File: config.mk
export PLATFORM = sky130hd
export DESIGN_NAME = rxport
export DESIGN_NICKNAME = d
export VERILOG_FILES = /design/src/rtl/rxport_pkg.sv /design/src/rtl/rxport_baud.sv /design/src/rtl/rxport_deframe.sv /design/src/rtl/rxport_fifo.sv /design/src/rtl/rxport.sv
export SDC_FILE = /design/constraint.sdc
export NUM_CORES = 1
export LEC_CHECK = 0
export ABC_AREA = 1
export BUFFER_PORTS_ARGS = -buffer_cell sky130_fd_sc_hd__clkbuf_2
export CAP_MARGIN = 20
export CORE_AREA = 10 10 119 121
export CTS_CLUSTER_DIAMETER = 60
export DETAILED_ROUTE_END_ITERATION = 7
export DIE_AREA = 0 0 129 131
export GPL_TIMING_DRIVEN = 0
export MAX_ROUTING_LAYER = met4
export PLACE_DENSITY = 0.91
export SLEW_MARGIN = 20
export SYNTH_ARGS = -nofsm -noshare
export SYNTH_HDL_FRONTEND = slang
export SYNTH_HIERARCHICAL = 1
export SYNTH_SLANG_ARGS = --single-unit
File: constraint.sdc
create_clock -name clk -period 7.9 [get_ports clk]
set_clock_uncertainty 0.1 [all_clocks]
set_input_delay 0.79 -clock clk [delete_from_list [all_inputs] [get_ports clk]]
set_output_delay 0.79 -clock clk [all_outputs]
set_load 0.02 [all_outputs]
File: src/rtl/rxport_pkg.sv
package rxport_pkg;
  localparam int STA_RXEN    = 12;
  localparam int STA_ISEL_HI = 7;
  localparam int STA_ISEL_LO = 6;
  localparam int STA_IDLE    = 4;
  localparam int STA_PERR    = 3;
  localparam int STA_FERR    = 2;
  localparam int STA_OERR    = 1;
  localparam int STA_DAV     = 0;

  localparam int MODE_ON     = 15;
  localparam int MODE_LOOP   = 6;
  localparam int MODE_PAR_HI = 2;
  localparam int MODE_PAR_LO = 1;

  localparam logic [1:0] ADDR_MODE = 2'd0;
  localparam logic [1:0] ADDR_STAT = 2'd1;
  localparam logic [1:0] ADDR_DATA = 2'd2;
  localparam logic [1:0] ADDR_DIV  = 2'd3;

  typedef enum logic [2:0] {
    ST_IDLE,
    ST_START,
    ST_DATA,
    ST_PAR,
    ST_STOP
  } rx_state_e;

  typedef struct packed {
    logic       perr;
    logic       ferr;
    logic [7:0] data;
  } rx_entry_t;
endpackage

File: src/rtl/rxport_baud.sv
module rxport_baud #(
  parameter int DIV_W = 16
) (
  input  logic             clk,
  input  logic             rst_n,
  input  logic             en,
  input  logic [DIV_W-1:0] div,
  output logic             tick
);
  logic [DIV_W-1:0] cnt_q, cnt_n;

  assign tick = en && (cnt_q == div);

  always_comb begin
    cnt_n = cnt_q;
    if (!en || tick) cnt_n = '0;
    else             cnt_n = cnt_q + 1'b1;
  end

  always_ff @(posedge clk or negedge rst_n) begin
    if (!rst_n) cnt_q <= '0;
    else        cnt_q <= cnt_n;
  end

  // the tick period is set by the divisor
  p_tick_gap_r12: assert property (@(posedge clk) disable iff (!rst_n)
    (tick && div != '0) |=> !tick);
endmodule

File: src/rtl/rxport_deframe.sv
module rxport_deframe
  import rxport_pkg::*;
#(
  parameter int OVS    = 16,
  parameter int DATA_W = 8
) (
  input  logic              clk,
  input  logic              rst_n,
  input  logic              en,
  input  logic              tick,
  input  logic              line_raw,
  input  logic [1:0]        par_mode,
  output logic              done,
  output logic [DATA_W-1:0] data,
  output logic              perr,
  output logic              ferr,
  output logic              idle
);
  localparam int TW  = $clog2(OVS);
  localparam int BW  = $clog2(DATA_W);
  localparam int MID = OVS / 2 - 1;

  logic sync1_q, sync2_q, prev_q;
  logic line, fall;
  rx_state_e state_q, state_n;
  logic [TW-1:0]     tcnt_q, tcnt_n;
  logic [BW-1:0]     bcnt_q, bcnt_n;
  logic [DATA_W-1:0] shr_q, shr_n;
  logic              perr_q, perr_n;
  logic              par_en, par_odd, last_tick;

  always_ff @(posedge clk or negedge rst_n) begin
    if (!rst_n) begin
      sync1_q <= 1'b1;
      sync2_q <= 1'b1;
      prev_q  <= 1'b1;
    end else begin
      sync1_q <= line_raw;
      sync2_q <= sync1_q;
      prev_q  <= sync2_q;
    end
  end

  assign line      = sync2_q;
  assign fall      = prev_q && !line;
  assign par_en    = (par_mode == 2'b01) || (par_mode == 2'b10);
  assign par_odd   = (par_mode == 2'b10);
  assign last_tick = tick && (tcnt_q == TW'(OVS - 1));

  always_comb begin
    state_n = state_q;
    tcnt_n  = tcnt_q;
    bcnt_n  = bcnt_q;
    shr_n   = shr_q;
    perr_n  = perr_q;
    done    = 1'b0;
    case (state_q)
      ST_IDLE: begin
        if (fall) begin
          state_n = ST_START;
          tcnt_n  = '0;
          perr_n  = 1'b0;
        end
      end
      ST_START: begin
        if (tick) begin
          if (tcnt_q == TW'(MID)) begin
            state_n = line ? ST_IDLE : ST_DATA;
            tcnt_n  = '0;
            bcnt_n  = '0;
          end else begin
            tcnt_n = tcnt_q + 1'b1;
          end
        end
      end
      ST_DATA: begin
        if (last_tick) begin
          shr_n  = {line, shr_q[DATA_W-1:1]};
          tcnt_n = '0;
          if (bcnt_q == BW'(DATA_W - 1)) state_n = par_en ? ST_PAR : ST_STOP;
          else                           bcnt_n  = bcnt_q + 1'b1;
        end else if (tick) begin
          tcnt_n = tcnt_q + 1'b1;
        end
      end
      ST_PAR: begin
        if (last_tick) begin
          perr_n  = par_odd ? ~(^{shr_q, line}) : (^{shr_q, line});
          state_n = ST_STOP;
          tcnt_n  = '0;
        end else if (tick) begin
          tcnt_n = tcnt_q + 1'b1;
        end
      end
      ST_STOP: begin
        if (last_tick) begin
          done    = 1'b1;
          state_n = ST_IDLE;
          tcnt_n  = '0;
        end else if (tick) begin
          tcnt_n = tcnt_q + 1'b1;
        end
      end
      default: state_n = ST_IDLE;
    endcase
    if (!en) begin
      state_n = ST_IDLE;
      done    = 1'b0;
    end
  end

  always_ff @(posedge clk or negedge rst_n) begin
    if (!rst_n) begin
      state_q <= ST_IDLE;
      tcnt_q  <= '0;
      bcnt_q  <= '0;
      shr_q   <= '0;
      perr_q  <= 1'b0;
    end else begin
      state_q <= state_n;
      tcnt_q  <= tcnt_n;
      bcnt_q  <= bcnt_n;
      shr_q   <= shr_n;
      perr_q  <= perr_n;
    end
  end

  assign data = shr_q;
  assign perr = perr_q;
  assign ferr = ~line;
  assign idle = (state_q == ST_IDLE);

  // a disabled receiver is idle on the next cycle
  p_idle_when_off_r11: assert property (@(posedge clk) disable iff (!rst_n)
    !en |=> idle);
  // a completed frame returns to idle
  p_idle_after_done_r9: assert property (@(posedge clk) disable iff (!rst_n)
    done |=> idle);
endmodule

File: src/rtl/rxport_fifo.sv
module rxport_fifo #(
  parameter int DEPTH = 8,
  parameter int WIDTH = 10
) (
  input  logic             clk,
  input  logic             rst_n,
  input  logic             push,
  input  logic             pop,
  input  logic             flush,
  input  logic [WIDTH-1:0] wdata,
  output logic [WIDTH-1:0] rdata,
  output logic [$clog2(DEPTH+1)-1:0] count,
  output logic             full,
  output logic             empty
);
  localparam int PW = (DEPTH > 1) ? $clog2(DEPTH) : 1;
  localparam int CW = $clog2(DEPTH + 1);

  logic [WIDTH-1:0] mem [DEPTH];
  logic [PW-1:0] wptr_q, wptr_n, rptr_q, rptr_n;
  logic [CW-1:0] cnt_q, cnt_n;
  logic do_push, do_pop;

  assign empty   = (cnt_q == '0);
  assign full    = (cnt_q == CW'(DEPTH));
  assign do_push = push && (!full || pop);
  assign do_pop  = pop && !empty;

  function automatic logic [PW-1:0] bump(input logic [PW-1:0] p);
    return (p == PW'(DEPTH - 1)) ? '0 : p + 1'b1;
  endfunction

  always_comb begin
    wptr_n = wptr_q;
    rptr_n = rptr_q;
    cnt_n  = cnt_q;
    if (flush) begin
      wptr_n = '0;
      rptr_n = '0;
      cnt_n  = '0;
    end else begin
      if (do_push) wptr_n = bump(wptr_q);
      if (do_pop)  rptr_n = bump(rptr_q);
      case ({do_push, do_pop})
        2'b10:   cnt_n = cnt_q + 1'b1;
        2'b01:   cnt_n = cnt_q - 1'b1;
        default: cnt_n = cnt_q;
      endcase
    end
  end

  always_ff @(posedge clk or negedge rst_n) begin
    if (!rst_n) begin
      wptr_q <= '0;
      rptr_q <= '0;
      cnt_q  <= '0;
    end else begin
      wptr_q <= wptr_n;
      rptr_q <= rptr_n;
      cnt_q  <= cnt_n;
    end
  end

  always_ff @(posedge clk) begin
    if (do_push && !flush) mem[wptr_q] <= wdata;
  end

  assign rdata = mem[rptr_q];
  assign count = cnt_q;

  p_no_overflow_r3: assert property (@(posedge clk) disable iff (!rst_n)
    cnt_q <= CW'(DEPTH));
  p_full_push_dropped_r6: assert property (@(posedge clk) disable iff (!rst_n)
    (push && full && !pop && !flush) |=> full);
  p_flush_empties_r6: assert property (@(posedge clk) disable iff (!rst_n)
    flush |=> empty);
endmodule

File: src/rtl/rxport.sv
module rxport
  import rxport_pkg::*;
#(
  parameter int DEPTH = 8,
  parameter int DIV_W = 16
) (
  input  logic        clk,
  input  logic        rst_n,
  input  logic        reg_sel,
  input  logic        reg_wr,
  input  logic [1:0]  reg_addr,
  input  logic [15:0] reg_wdata,
  output logic [15:0] reg_rdata,
  input  logic        rx_pin,
  input  logic        tx_loop,
  output logic        rx_irq
);
  localparam int CW     = $clog2(DEPTH + 1);
  localparam int THRESH = (DEPTH * 3) / 4;
  localparam int EW     = $bits(rx_entry_t);

  logic       on_q, on_n, loop_q, loop_n, rxen_q, rxen_n, oerr_q, oerr_n;
  logic [1:0] par_q, par_n, isel_q, isel_n;
  logic [DIV_W-1:0] div_q, div_n;

  logic wr_mode, wr_stat, wr_div, rd_data;
  logic en, tick, line_raw;
  logic fr_done, fr_perr, fr_ferr, fr_idle;
  logic [7:0] fr_data;
  logic push, pop, clr_ovr;
  rx_entry_t in_ent, head;
  logic [EW-1:0] head_bits;
  logic [CW-1:0] count;
  logic full, empty;

  assign wr_mode = reg_sel && reg_wr && (reg_addr == ADDR_MODE);
  assign wr_stat = reg_sel && reg_wr && (reg_addr == ADDR_STAT);
  assign wr_div  = reg_sel && reg_wr && (reg_addr == ADDR_DIV);
  assign rd_data = reg_sel && !reg_wr && (reg_addr == ADDR_DATA);

  assign en       = on_q && rxen_q;
  assign line_raw = loop_q ? tx_loop : rx_pin;
  assign clr_ovr  = wr_stat && !reg_wdata[STA_OERR] && oerr_q;
  assign pop      = rd_data && !empty;
  assign push     = fr_done && !oerr_q && (!full || pop);

  always_comb begin
    on_n   = on_q;
    loop_n = loop_q;
    par_n  = par_q;
    rxen_n = rxen_q;
    isel_n = isel_q;
    div_n  = div_q;
    oerr_n = oerr_q;
    if (wr_mode) begin
      on_n   = reg_wdata[MODE_ON];
      loop_n = reg_wdata[MODE_LOOP];
      par_n  = reg_wdata[MODE_PAR_HI:MODE_PAR_LO];
    end
    if (wr_stat) begin
      rxen_n = reg_wdata[STA_RXEN];
      isel_n = reg_wdata[STA_ISEL_HI:STA_ISEL_LO];
    end
    if (wr_div) div_n = reg_wdata[DIV_W-1:0];
    if (clr_ovr)                                  oerr_n = 1'b0;
    else if (fr_done && !oerr_q && full && !pop)  oerr_n = 1'b1;
  end

  always_ff @(posedge clk or negedge rst_n) begin
    if (!rst_n) begin
      on_q   <= 1'b0;
      loop_q <= 1'b0;
      par_q  <= 2'b00;
      rxen_q <= 1'b0;
      isel_q <= 2'b00;
      div_q  <= '0;
      oerr_q <= 1'b0;
    end else begin
      on_q   <= on_n;
      loop_q <= loop_n;
      par_q  <= par_n;
      rxen_q <= rxen_n;
      isel_q <= isel_n;
      div_q  <= div_n;
      oerr_q <= oerr_n;
    end
  end

  rxport_baud #(.DIV_W(DIV_W)) u_baud (
    .clk(clk), .rst_n(rst_n), .en(en), .div(div_q), .tick(tick)
  );

  rxport_deframe #(.OVS(16), .DATA_W(8)) u_deframe (
    .clk(clk), .rst_n(rst_n), .en(en), .tick(tick), .line_raw(line_raw),
    .par_mode(par_q), .done(fr_done), .data(fr_data), .perr(fr_perr),
    .ferr(fr_ferr), .idle(fr_idle)
  );

  assign in_ent = '{perr: fr_perr, ferr: fr_ferr, data: fr_data};

  rxport_fifo #(.DEPTH(DEPTH), .WIDTH(EW)) u_fifo (
    .clk(clk), .rst_n(rst_n), .push(push), .pop(pop), .flush(clr_ovr),
    .wdata(in_ent), .rdata(head_bits), .count(count), .full(full), .empty(empty)
  );

  assign head = rx_entry_t'(head_bits);

  always_comb begin
    case (isel_q)
      2'b10:   rx_irq = (count >= CW'(THRESH));
      2'b11:   rx_irq = full;
      default: rx_irq = !empty;
    endcase
  end

  always_comb begin
    reg_rdata = '0;
    case (reg_addr)
      ADDR_MODE: begin
        reg_rdata[MODE_ON]                 = on_q;
        reg_rdata[MODE_LOOP]               = loop_q;
        reg_rdata[MODE_PAR_HI:MODE_PAR_LO] = par_q;
      end
      ADDR_STAT: begin
        reg_rdata[STA_RXEN]                = rxen_q;
        reg_rdata[STA_ISEL_HI:STA_ISEL_LO] = isel_q;
        reg_rdata[STA_IDLE]                = fr_idle;
        reg_rdata[STA_PERR]                = head.perr && !empty;
        reg_rdata[STA_FERR]                = head.ferr && !empty;
        reg_rdata[STA_OERR]                = oerr_q;
        reg_rdata[STA_DAV]                 = !empty;
      end
      ADDR_DATA: if (!empty) reg_rdata[7:0] = head.data;
      default:   reg_rdata = 16'(div_q);
    endcase
  end

  p_oerr_sticky_r6: assert property (@(posedge clk) disable iff (!rst_n)
    (oerr_q && !clr_ovr) |=> oerr_q);
  p_frozen_no_growth_r6: assert property (@(posedge clk) disable iff (!rst_n)
    (oerr_q && !clr_ovr && !pop) |=> $stable(count));
  p_irq_any_r7: assert property (@(posedge clk) disable iff (!rst_n)
    (isel_q[1] == 1'b0) |-> (rx_irq == (count != '0)));
endmodule

==> summary.txt, run 1 <==
Final layout
  • Layout cells sized above 1: 14.92%
  • Multi-input logic area: 2765 um2
  • Storage element area: 4208 um2
  • Nets: 940
  • # diodes: 0
  • Final Cell Area: 8542 um2
  • # fillers: 773
  • Area grow syn2layout: 14.14%

Power and ir drop
  • Overall power: 2.493 mW
  • Pwr/cell area: 291.9 nW/um2
  • Maximum VDD drop: 0.0001576 V
  • Leak: 3.875 nW

Die
  • Core Region: 11,810 um2
  • FP Rows: 40
  • Die area: 16,900 um2
  • Die H: 131 um
  • I/O pin cnt: 41
  • Die W: 129 um
  • Initial Utilization: 63.36%

Critical path
  • CP Data Arrival Time: 4.15 ns
  • Reg-to-reg startpoint: u_baud/cnt_q[5]$_DFF_PN0_
  • Crit-path most repeated cell: nand2_1
  • Worst Path Buf+Inv: 1
  • Crit-path max cell delay: 0.84 ns
  • Crit-path slowest cell: nor2_1
  • Critical path class: register to register
  • CP max FO: 10
  • CP top delay family: simple AND/OR/NAND/NOR gates
  • Critical path launch point: u_baud/cnt_q[5]$_DFF_PN0_
  • Worst setup SP type: register
  • Setup crit end kind: register
  • CP Cell Sequence: inv_1 -> nand2_1 -> nand2_1 -> nor2_1 -> nand2_1 -> nor2_1 -> nand2_2 -> nor2_1 -> nand4_1 -> nor3_1 -> nand2_1 -> a21oi_1 -> nand2_2 -> nor2_4 -> nand2_1 -> nor2_1
  • Worst EP required: 7.85 ns

Global route
  • Vias in the first global route: 6,159
  • Largest net degree at the start of global routing: 43
  • All-layer global routing usage: 23.54%
  • First-pass GRT wire length: 30.00 mm
  • GRT overflow: 0
  • Initial antenna violation count: 0

STA
  • RSZ-0062 raised after global routing: false
  • Setup TNS: 0 ns
  • Slew @ Worst Pin: 1.081 ns
  • Fin. max-slew vios: 0
  • Period utilization: 53.23%
  • Final Hold Viols: 0
  • Minimum clock period: 4.205 ns
  • Fmax: 0.2378 GHz
  • # setup viols final: 0
  • Slew headroom: 27.66%

CTS
  • Setup Fix Bufs, Post-CTS: 0
  • Post-CTS Hold Fix Bufs: 0
  • TritonCTS Buffers: 17
  • Clock buffer depth: 2
  • Clk Tree Root Cell: clkbuf_16
  • CTS tree: yes
  • Clk_lat worst skew: 0.43 ns
  • Post-CTS Resized: 0
  • Clock-pin slew on the worst setup and hold paths: 0.06 ns
  • Sink Count: 152
  • Htree depth: 4

Yosys
  • Simple-Gate Fraction of Synth Area: 25.06%
  • Mux cell area share after synthesis: 0.1505%
  • Syn nets: 880
  • Synth top area cells: edfxtp_1 32%, dfrtp_1 23%, nand2_1 11%
  • Synth Flop Type: edfxtp_1
  • Synth Register Bits: 152
  • Mapped Area: 7483 um2
  • Sequential fraction of the synthesis area: 56.23%
  • Syn_area_per_cell: 8.856 um2
  • Ys Warns: 6
  • Top cell type's share of synthesized area: 32.10%
  • Top cells by count, synth: 228 x nand2_1, 125 x nor2_1, 91 x inv_1
  • Synth Area in Compound Gates: 8.142%
  • Synth Area in XOR/XNOR: 1.756%
  • Area leader, netlist: edfxtp_1
  • Main combinational cell family by area after synthesis: simple AND/OR/NAND/NOR gates
  • Ys async rst share: 47.37%
  • Post-synth EDFFs: 80
  • Count leader, synth: nand2_1
  • Gate Count Post-Synth: 845
  • Adder-Cell Fraction of Synth Area: 1.839%
  • Count of cell types in the netlist: 39

Run
  • Max-cap viol count: 0

Place
  • Post-DP HPWL: 12.60 mm
  • I/O Buffers: 40
  • Placed Area: 7890 um2
  • GP Congestion: 0.8907

Detailed routing
  • Via density: 5.866
  • DRT antenna net count: 0
  • Routed len/inst: 17.74 um
  • Total Wirelength: 18.90 mm
  • Vias: 6,247
  • Total iterations of the first detailed-routing run: 6
  • DRC Markers: 0
  • DR iter-0 viols: 785

Min path
  • HP Class: primary input to async pin

Outcome
  • Outcome: completed
sequential cells by signal, summed over array words and instances, names as in the netlist, 2 cells and up:
register           count
u_deframe/bcnt_q       3
u_fifo/count           4
isel_q                 2
u_baud/cnt_q          16
u_deframe/data         8
u_fifo/wptr_q          3
par_q                  2
u_deframe/state_q      3
div_q                 16
u_deframe/tcnt_q       4
u_fifo/mem            80
u_fifo/rptr_q          3
stage by stage:
step	setup slack [ns]	utilization, %	hold WS [ns]	instances
6_report	3.695	72.32	0.2269	1065
5_1_grt	3.540	72.32	0.2490	1065
4_1_cts	3.823	72.32	0.2312	1065
3_5_place_dp	3.977	66.80	0.2541	1033
3_3_place_gp	4.073	66.61	0.2460	1032
2_1_floorplan	4.985	-	0.2452	845
routing by layer:
layer / track usage [%] / share of wire [%] / vias up
li1: - / - / 2875
met1: 25.36 / 38 / 2927
met2: 40.41 / 50 / 365
met3: 5.520 / 7.9 / 80
met4: 11.51 / 4.2 / 0
met5: - / 0 / -
cell usage in the layout, fill, tap and decap left out, drive strengths merged:
cell type  Yosys  final
nor2         145    145
nand3         34     34
and3           1      1
nand2        240    240
edfxtp        80     80
and2           1      1
o22ai          2      2
dfrtp         69     69
nand3b         3      3
xnor2          2      2
clkbuf        11     69
a21oi          9      9
inv          102    104
nand4          8      8
ha            11     11
o32ai         21     21
clkinv         1      6
a21o           1      1
mux2           1      1
dfstp          3      3
clkinvlp       0      2
o2111ai        2      2
a22oi          1      1
xor2          13     13
buf           10     11
o21ai         63     63
nor3          10     10
o21bai         1      1
bufinv         0      5
where the power goes:
group / internal [mW] / leakage, nW / switching [mW]
Combinational: 0.210 / 1.75 / 0.451
Clock: 0.563 / 0.311 / 0.329
Sequential: 0.879 / 1.81 / 0.0607
Total: 1.65 / 3.87 / 0.841
cell type report:
class | instances | area share, %
plain buffers | 21 | 1.450
well taps | 147 | 2.153
clock inverters | 14 | 2.607
repair buffers | 41 | 2.607
flip-flops and latches | 152 | 49.26
inverters | 103 | 4.526
clock buffers | 18 | 5.024
multi-input cells | 569 | 32.37
worst reg2reg max path, cell delays in order, from the launching register on:
cell,delay [ns]
dfrtp_1,0.40
inv_1,0.11
nand2_1,0.07
nand2_1,0.05
nor2_1,0.15
nand2_1,0.10
nor2_1,0.14
nand2_2,0.10
nor2_1,0.20
nand4_1,0.26
nor3_1,0.36
nand2_1,0.13
a21oi_1,0.35
nand2_2,0.14
nor2_4,0.18
nand2_1,0.15
nor2_1,0.84
logic make-up after synthesis:
group           Yosys count
simple gates            442
flops                   152
buf+inv                 124
compound gates          100
xor+xnor                 15
fa+ha+maj                11
mux                       1
final timing paths:
| kind | to | slack, ns | depth (start not counted) |
|---|---|---|---|
| min in group clk | u_deframe/line$_DFF_PN1_ | 0.26 | 0 |
| max | u_fifo/mem[5][6]$_DFFE_PP_ | 3.70 | 16 |
| min | u_fifo/count[0]$_DFFE_PN0P_ | 0.23 | 1 |
| min reg2reg | u_deframe/line$_DFF_PN1_ | 0.26 | 0 |
| max reg2reg | u_fifo/mem[5][6]$_DFFE_PP_ | 3.70 | 16 |
| max in group asynchronous | u_deframe/prev_q$_DFF_PN1_ | 6.83 | 2 |
Note: power is estimated with default switching activity, not from simulation.
==> run 2, diff against run 1 <==
--- a/config.mk
+++ b/config.mk
@@ -5,16 +5,16 @@
 export SDC_FILE = /design/constraint.sdc
 export NUM_CORES = 1
 export LEC_CHECK = 0
-export ABC_AREA = 1
+export ABC_AREA = 0
 export BUFFER_PORTS_ARGS = -buffer_cell sky130_fd_sc_hd__clkbuf_2
 export CAP_MARGIN = 20
-export CORE_AREA = 10 10 119 121
+export CORE_AREA = 10 10 127 129
 export CTS_CLUSTER_DIAMETER = 60
 export DETAILED_ROUTE_END_ITERATION = 7
-export DIE_AREA = 0 0 129 131
+export DIE_AREA = 0 0 137 139
 export GPL_TIMING_DRIVEN = 0
 export MAX_ROUTING_LAYER = met4
-export PLACE_DENSITY = 0.91
+export PLACE_DENSITY = 0.83
 export SLEW_MARGIN = 20
 export SYNTH_ARGS = -nofsm -noshare
 export SYNTH_HDL_FRONTEND = slang
==> constraint.sdc (replaced) <==
create_clock -name clk -period 3.65 [get_ports clk]
set_clock_uncertainty 0.1 [all_clocks]
set_input_delay 0.365 -clock clk [delete_from_list [all_inputs] [get_ports clk]]
set_output_delay 0.365 -clock clk [all_outputs]
set_load 0.02 [all_outputs]
==> summary.txt, run 2 <==
Final layout
  • Commonest non-fill, non-tap cell in the layout: edfxtp_1
  • # fillers: 996
  • Layout cells sized above 1: 33.44%
  • Reg with most FFs: u_fifo/mem
  • Final Core Density: 62.70%
  • Multi-input logic area: 3072 um2
  • Largest registers: u_fifo/mem x80, div_q x16, u_baud/cnt_q x16
  • Flip-flop count of the largest register after layout: 80
  • # diodes: 0
  • Area grow syn2layout: 16.38%
  • Most frequent cells in the layout: 80 x edfxtp_1, 69 x dfrtp_1, 39 x clkbuf_2
  • Storage element area: 4208 um2
  • Nets: 626

Critical path
  • Worst EP required: 3.60 ns
  • Setup crit end kind: register
  • Crit-path slowest cell: nor2_2
  • CP top delay family: simple AND/OR/NAND/NOR gates
  • Crit-path most repeated cell: nand4_1
  • Critical path class: register to register
  • Crit-path max cell delay: 0.68 ns
  • Worst setup SP type: register
  • CP max FO: 10
  • CP Cell Sequence: xnor2_1 -> nand4_1 -> nor2_1 -> and3_2 -> nand4_1 -> nor2_4 -> o211a_4 -> o21a_1 -> nand2_1 -> nor2_2
  • CP Data Arrival Time: 3.50 ns
  • Worst Path Buf+Inv: 0

Min path
  • HP Class: primary input to register

STA
  • Fin. max-slew vios: 0
  • Setup WS post-layout: 0.1001 ns
  • Period utilization: 97.26%
  • RSZ-0062 raised after global routing: true
  • Fmax: 0.2817 GHz
  • Minimum clock period: 3.550 ns
  • Slew @ Worst Pin: 0.9464 ns
  • Slew headroom: 36.42%
  • Hold slack: 0.07855 ns
  • # setup viols final: 0
  • Final Hold Viols: 0
  • Setup TNS: 0 ns

CTS
  • Clk_lat worst skew: 0.42 ns
  • Clk Tree Root Cell: clkbuf_16
  • Clock buffer depth: 2
  • CTS tree: yes
  • Clock-pin slew on the worst setup and hold paths: 0.06 ns
  • Htree depth: 4
  • TritonCTS Buffers: 17
  • Sink Count: 152

Yosys
  • Top cells by count, synth: 80 x edfxtp_1, 69 x dfrtp_1, 35 x mux2_2
  • Synth Register Bits: 152
  • Syn nets: 558
  • Sequential fraction of the synthesis area: 57.15%
  • Count of cell types in the netlist: 77
  • Area leader, netlist: edfxtp_1
  • Gate Count Post-Synth: 523
  • Synth Flop Type: edfxtp_1
  • Mapped Area: 7362 um2
  • Count leader, synth: edfxtp_1
  • Top cell type's share of synthesized area: 32.63%
  • Ys async rst share: 47.37%
  • Post-synth EDFFs: 80
  • Ys Warns: 6
  • Synth top area cells: edfxtp_1 33%, dfrtp_1 23%, mux4_2 6.4%
  • Syn_area_per_cell: 14.08 um2

Detailed routing
  • Via density: 6.128
  • DR iter-0 viols: 385
  • Routed len/inst: 22.01 um
  • Total iterations of the first detailed-routing run: 5
  • Total Wirelength: 17.26 mm
  • Vias: 4,804
  • DRC Markers: 0
  • DRT antenna net count: 0

Die
  • Die area: 19,040 um2
  • FP Rows: 43
  • Die W: 137 um
  • Core Region: 13,670 um2
  • Initial Utilization: 53.87%
  • I/O pin cnt: 41
  • Die H: 139 um

Power and ir drop
  • Pwr/cell area: 472.0 nW/um2
  • Maximum VDD drop: 0.0003253 V
  • Leak: 3.505 nW
  • Overall power: 4.045 mW

Global route
  • Vias in the first global route: 4,963
  • Initial antenna violation count: 0
  • GRT overflow: 0
  • Largest net degree at the start of global routing: 50
  • First-pass GRT wire length: 27.48 mm
  • All-layer global routing usage: 19.13%

Place
  • I/O Buffers: 38
  • GP Congestion: 0.9149
  • Post-place setup slack: -0.5740 ns
  • Post-DP HPWL: 11.88 mm

Run
  • Max-cap viol count: 0

Outcome
  • Outcome: completed
[run 2: path summary, 6_finish.rpt]
check | startpoint | slack [ns] | to | cells past startpoint
worst max-delay path | u_baud/cnt_q[11]$_DFF_PN0_ | 0.10 | u_fifo/mem[1][2]$_DFFE_PP_ | 10
worst min-delay path | rx_pin | 0.08 | u_deframe/sync1_q$_DFF_PN1_ | 2
max in group asynchronous | rst_n | 2.48 | u_deframe/sync1_q$_DFF_PN1_ | 3
worst min register to register | u_deframe/sync1_q$_DFF_PN1_ | 0.26 | u_deframe/line$_DFF_PN1_ | 0
min in group asynchronous | rst_n | 0.34 | u_baud/cnt_q[12]$_DFF_PN0_ | 2
worst max register to register | u_baud/cnt_q[11]$_DFF_PN0_ | 0.10 | u_fifo/mem[1][2]$_DFFE_PP_ | 10
[run 2: logic make-up after synthesis]
logic type | after synthesis | share of synthesized area, %
simple gates | 144 | 11.29
mux | 70 | 14.65
buf+inv | 35 | 2.736
flops | 152 | 57.16
xor+xnor | 41 | 5.065
fa+ha+maj | 11 | 1.869
compound gates | 70 | 7.240
[run 2: what timing repair did]
action,in CTS,in global routing
endpoints found under the hold margin,23,0
gates resized for setup,7,10
setup buffers,3,0
setup endpoints to repair,80,45
hold buffers,1,0
pin swaps,5,2
[run 2: layout make-up]
type	count	share of cell area, %
Buffer	22	1.782
Clock buffer	18	5.009
Clock inverter	14	1.446
Inverter	12	0.5549
Multi-Input combinational cell	336	35.85
Sequential cell	152	49.11
Tap cell	180	2.629
Timing Repair Buffer	50	3.621
[run 2: routing by layer]
layer  vias up  wire length (um)  part of all wire, %  global-route usage [%]
li1       2129                 -                    -                       -
met1      2471              6949                   40                   23.09
met2       174              8893                   52                   30.84
met3        30              1034                  6.0                   4.275
met4         0               381                  2.2                   6.715
met5         -                 0                    0                       -
[run 2: worst reg2reg max path: cells and delay by family, from the launching register on]
kind	cells	cell delay (ns)
flops	1	0.44
xor+xnor	1	0.26
simple gates	7	1.91
compound gates	2	0.44
[run 2: through the flow]
step                cell area [um2]  cells
floorplan                      7368    523
global placement               7784    741
detailed placement             7900    749
CTS                            8523    784
global route                   8568    784
finish                         8568    784
[run 2: power by group]
| group | total (mW) | internal, mW | switching (mW) |
|---|---|---|---|
| Sequential | 1.96 | 1.87 | 0.0836 |
| Combinational | 0.431 | 0.208 | 0.223 |
| Clock | 1.66 | 0.941 | 0.717 |
==> run 3, diff against run 2 <==
--- a/config.mk
+++ b/config.mk
@@ -8,13 +8,13 @@
 export ABC_AREA = 0
 export BUFFER_PORTS_ARGS = -buffer_cell sky130_fd_sc_hd__clkbuf_2
 export CAP_MARGIN = 20
-export CORE_AREA = 10 10 127 129
+export CORE_AREA = 10 10 149 151
 export CTS_CLUSTER_DIAMETER = 60
 export DETAILED_ROUTE_END_ITERATION = 7
-export DIE_AREA = 0 0 137 139
+export DIE_AREA = 0 0 159 161
 export GPL_TIMING_DRIVEN = 0
 export MAX_ROUTING_LAYER = met4
-export PLACE_DENSITY = 0.83
+export PLACE_DENSITY = 0.64
 export SLEW_MARGIN = 20
 export SYNTH_ARGS = -nofsm -noshare
 export SYNTH_HDL_FRONTEND = slang
==> summary.txt, run 3 (synthesis gave the netlist of run 2 again) <==
Global route
  • Largest net degree at the start of global routing: 39
  • Vias in the first global route: 4,881
  • First-pass GRT wire length: 27.32 mm
  • Initial antenna violation count: 0
  • All-layer global routing usage: 13.73%
  • GRT overflow: 0

STA
  • Setup WS post-layout: 0.2106 ns
  • Final Hold Viols: 0
  • Slew headroom: 40.23%
  • Hold slack: 0.07005 ns
  • Slew @ Worst Pin: 0.8897 ns
  • Period utilization: 94.23%
  • Minimum clock period: 3.439 ns
  • Fin. max-slew vios: 0
  • Fmax: 0.2908 GHz
  • RSZ-0062 raised after global routing: false
  • Setup TNS: 0 ns
  • # setup viols final: 0

CTS
  • Clk_lat worst skew: 0.43 ns
  • Clock-pin slew on the worst setup and hold paths: 0.06 ns
  • Clock buffer depth: 2
  • Sink Count: 152
  • Clk Tree Root Cell: clkbuf_16
  • CTS tree: yes
  • TritonCTS Buffers: 17
  • Htree depth: 4

Die
  • Core Region: 19,210 um2
  • Initial Utilization: 38.33%
  • FP Rows: 51
  • Die H: 161 um
  • Die W: 159 um
  • I/O pin cnt: 41
  • Die area: 25,600 um2

Critical path
  • Crit-path max cell delay: 0.57 ns
  • Crit-path slowest cell: or4_4
  • CP top delay family: simple AND/OR/NAND/NOR gates
  • Setup crit end kind: register
  • Worst EP required: 3.86 ns
  • Critical path class: register to register
  • Worst Path Buf+Inv: 2
  • CP Cell Sequence: buf_6 -> or4_4 -> clkinv_4 -> nor3b_2 -> and3b_1 -> o211a_4 -> nand2b_4 -> nor2_1 -> ha_1 -> a31oi_1 -> o21ai_2 -> o311ai_2 -> mux2_4
  • End of the worst register-to-register path: u_fifo/count[3]$_DFFE_PN0P_
  • Worst setup SP type: register
  • CP Data Arrival Time: 3.65 ns
  • R2r setup slk: 0.21 ns
  • Reg-to-reg startpoint: u_fifo/count[1]$_DFFE_PN0P_
  • Worst r2r path cells: 13
  • CP max FO: 11

Final layout
  • Finished Layout Cells: 870
  • Area grow syn2layout: 18.56%
  • Flip-flop count of the largest register after layout: 80
  • Layout cells sized above 1: 34.21%
  • Commonest non-fill, non-tap cell in the layout: edfxtp_1
  • Final Cell Area: 8728 um2
  • Reg with most FFs: u_fifo/mem
  • Nets: 627
  • Most frequent cells in the layout: 80 x edfxtp_1, 66 x dfrtp_1, 39 x clkbuf_2
  • # diodes: 0
  • Largest registers: u_fifo/mem x80, div_q x16, u_baud/cnt_q x16

Detailed routing
  • DRT antenna net count: 0
  • Vias: 4,581
  • Total iterations of the first detailed-routing run: 4
  • DR iter-0 viols: 229
  • Total Wirelength: 16.73 mm
  • Routed len/inst: 19.23 um
  • DRC Markers: 0
  • Via density: 5.266

Place
  • Cell total after placement: 835
  • Post-DP HPWL: 12.07 mm
  • I/O Buffers: 38
  • GP Congestion: 0.8312
  • Placed Area: 8030 um2
  • Post-place setup slack: -0.5908 ns

Power and ir drop
  • P_int: 3.048 mW
  • Clock power share: 42.1%
  • Gate power share: 10.3%
  • Net Switching: 1.059 mW
  • Pwr/cell area: 470.5 nW/um2
  • Sw Ratio: 25.79%
  • Reg power frac: 47.6%
  • Maximum VDD drop: 0.0002773 V
  • Leak: 3.508 nW

Min path
  • HP Class: primary input to register
  • Hold_sp: reg_wdata[11]
  • WHS Endpoint: div_q[11]$_DFFE_PN0P_
  • Min-Delay Path Depth: 2

Outcome
  • Outcome: completed

Run
  • Max-cap viol count: 0
-- run 3: worst reg2reg max path, stage by stage, from the launching register on --
cell and delay [ns]:
dfrtp_1 0.40, buf_6 0.14, or4_4 0.57, clkinv_4 0.13
nor3b_2 0.08, and3b_1 0.25, o211a_4 0.29, nand2b_4 0.16
nor2_1 0.16, ha_1 0.30, a31oi_1 0.23, o21ai_2 0.09
o311ai_2 0.10, mux2_4 0.33
-- run 3: per-layer routing --
metal	part of all wire (%)	wire (um)	GRT usage (%)
met2	51	8471	22.17
met1	44	7362	16.80
met5	0	0	-
met3	3.9	647	3.025
met4	1.5	248	4.718
-- run 3: power groups by stage --
| stage | combinational [mW] | clock [mW] | sequential (mW) |
|---|---|---|---|
| after detailed placement | 0.413 | 0 | 1.99 |
| after global placement | 0.402 | 0 | 1.99 |
| after global routing | 0.463 | 1.84 | 1.97 |
| after floorplan | 0.298 | 0 | 1.96 |
| after CTS | 0.417 | 1.76 | 1.96 |
| final | 0.422 | 1.73 | 1.96 |
-- run 3: per-stage QoR --
step	power (mW)	util [%]
floorplan	2.255	-
global placement	2.388	41.08
detailed placement	2.403	41.81
CTS	4.137	45.14
global route	4.272	45.44
finish	4.107	45.44
-- run 3: final cells by class --
cell class                 count  area, um2
tap                          265      331.6
timing repair buffer          51      321.6
inverter                      12      50.05
clock buffer                  17      425.4
multi-input combinational    336       3073
fill                        1684      10480
sequential                   152       4212
clock inverter                15      157.7
buffer                        22      157.7
-- run 3: worst max path at each step --
stage	from	end	slack (ns)	depth (start not counted)
floorplan	u_baud/cnt_q[4]$_DFF_PN0_	u_fifo/mem[2][0]$_DFFE_PP_	0.02	11
global placement	u_baud/cnt_q[4]$_DFF_PN0_	u_fifo/mem[2][4]$_DFFE_PP_	-1.66	11
detailed placement	u_baud/cnt_q[4]$_DFF_PN0_	u_fifo/mem[1][7]$_DFFE_PP_	-0.59	11
CTS	u_fifo/count[0]$_DFFE_PN0P_	u_fifo/count[3]$_DFFE_PN0P_	0.001	12
global route	u_baud/cnt_q[8]$_DFF_PN0_	u_fifo/count[3]$_DFFE_PN0P_	0.02	14
finish	u_fifo/count[1]$_DFFE_PN0P_	u_fifo/count[3]$_DFFE_PN0P_	0.21	13
-- run 3: what timing repair did --
item                                    in CTS  in global routing
gates resized for setup                      9                 14
hold buffers                                 1                  0
pin swaps                                    1                  4
buffers inserted                             1                  2
endpoints found under the hold margin       34                  0
endpoints found under the setup margin      80                 51
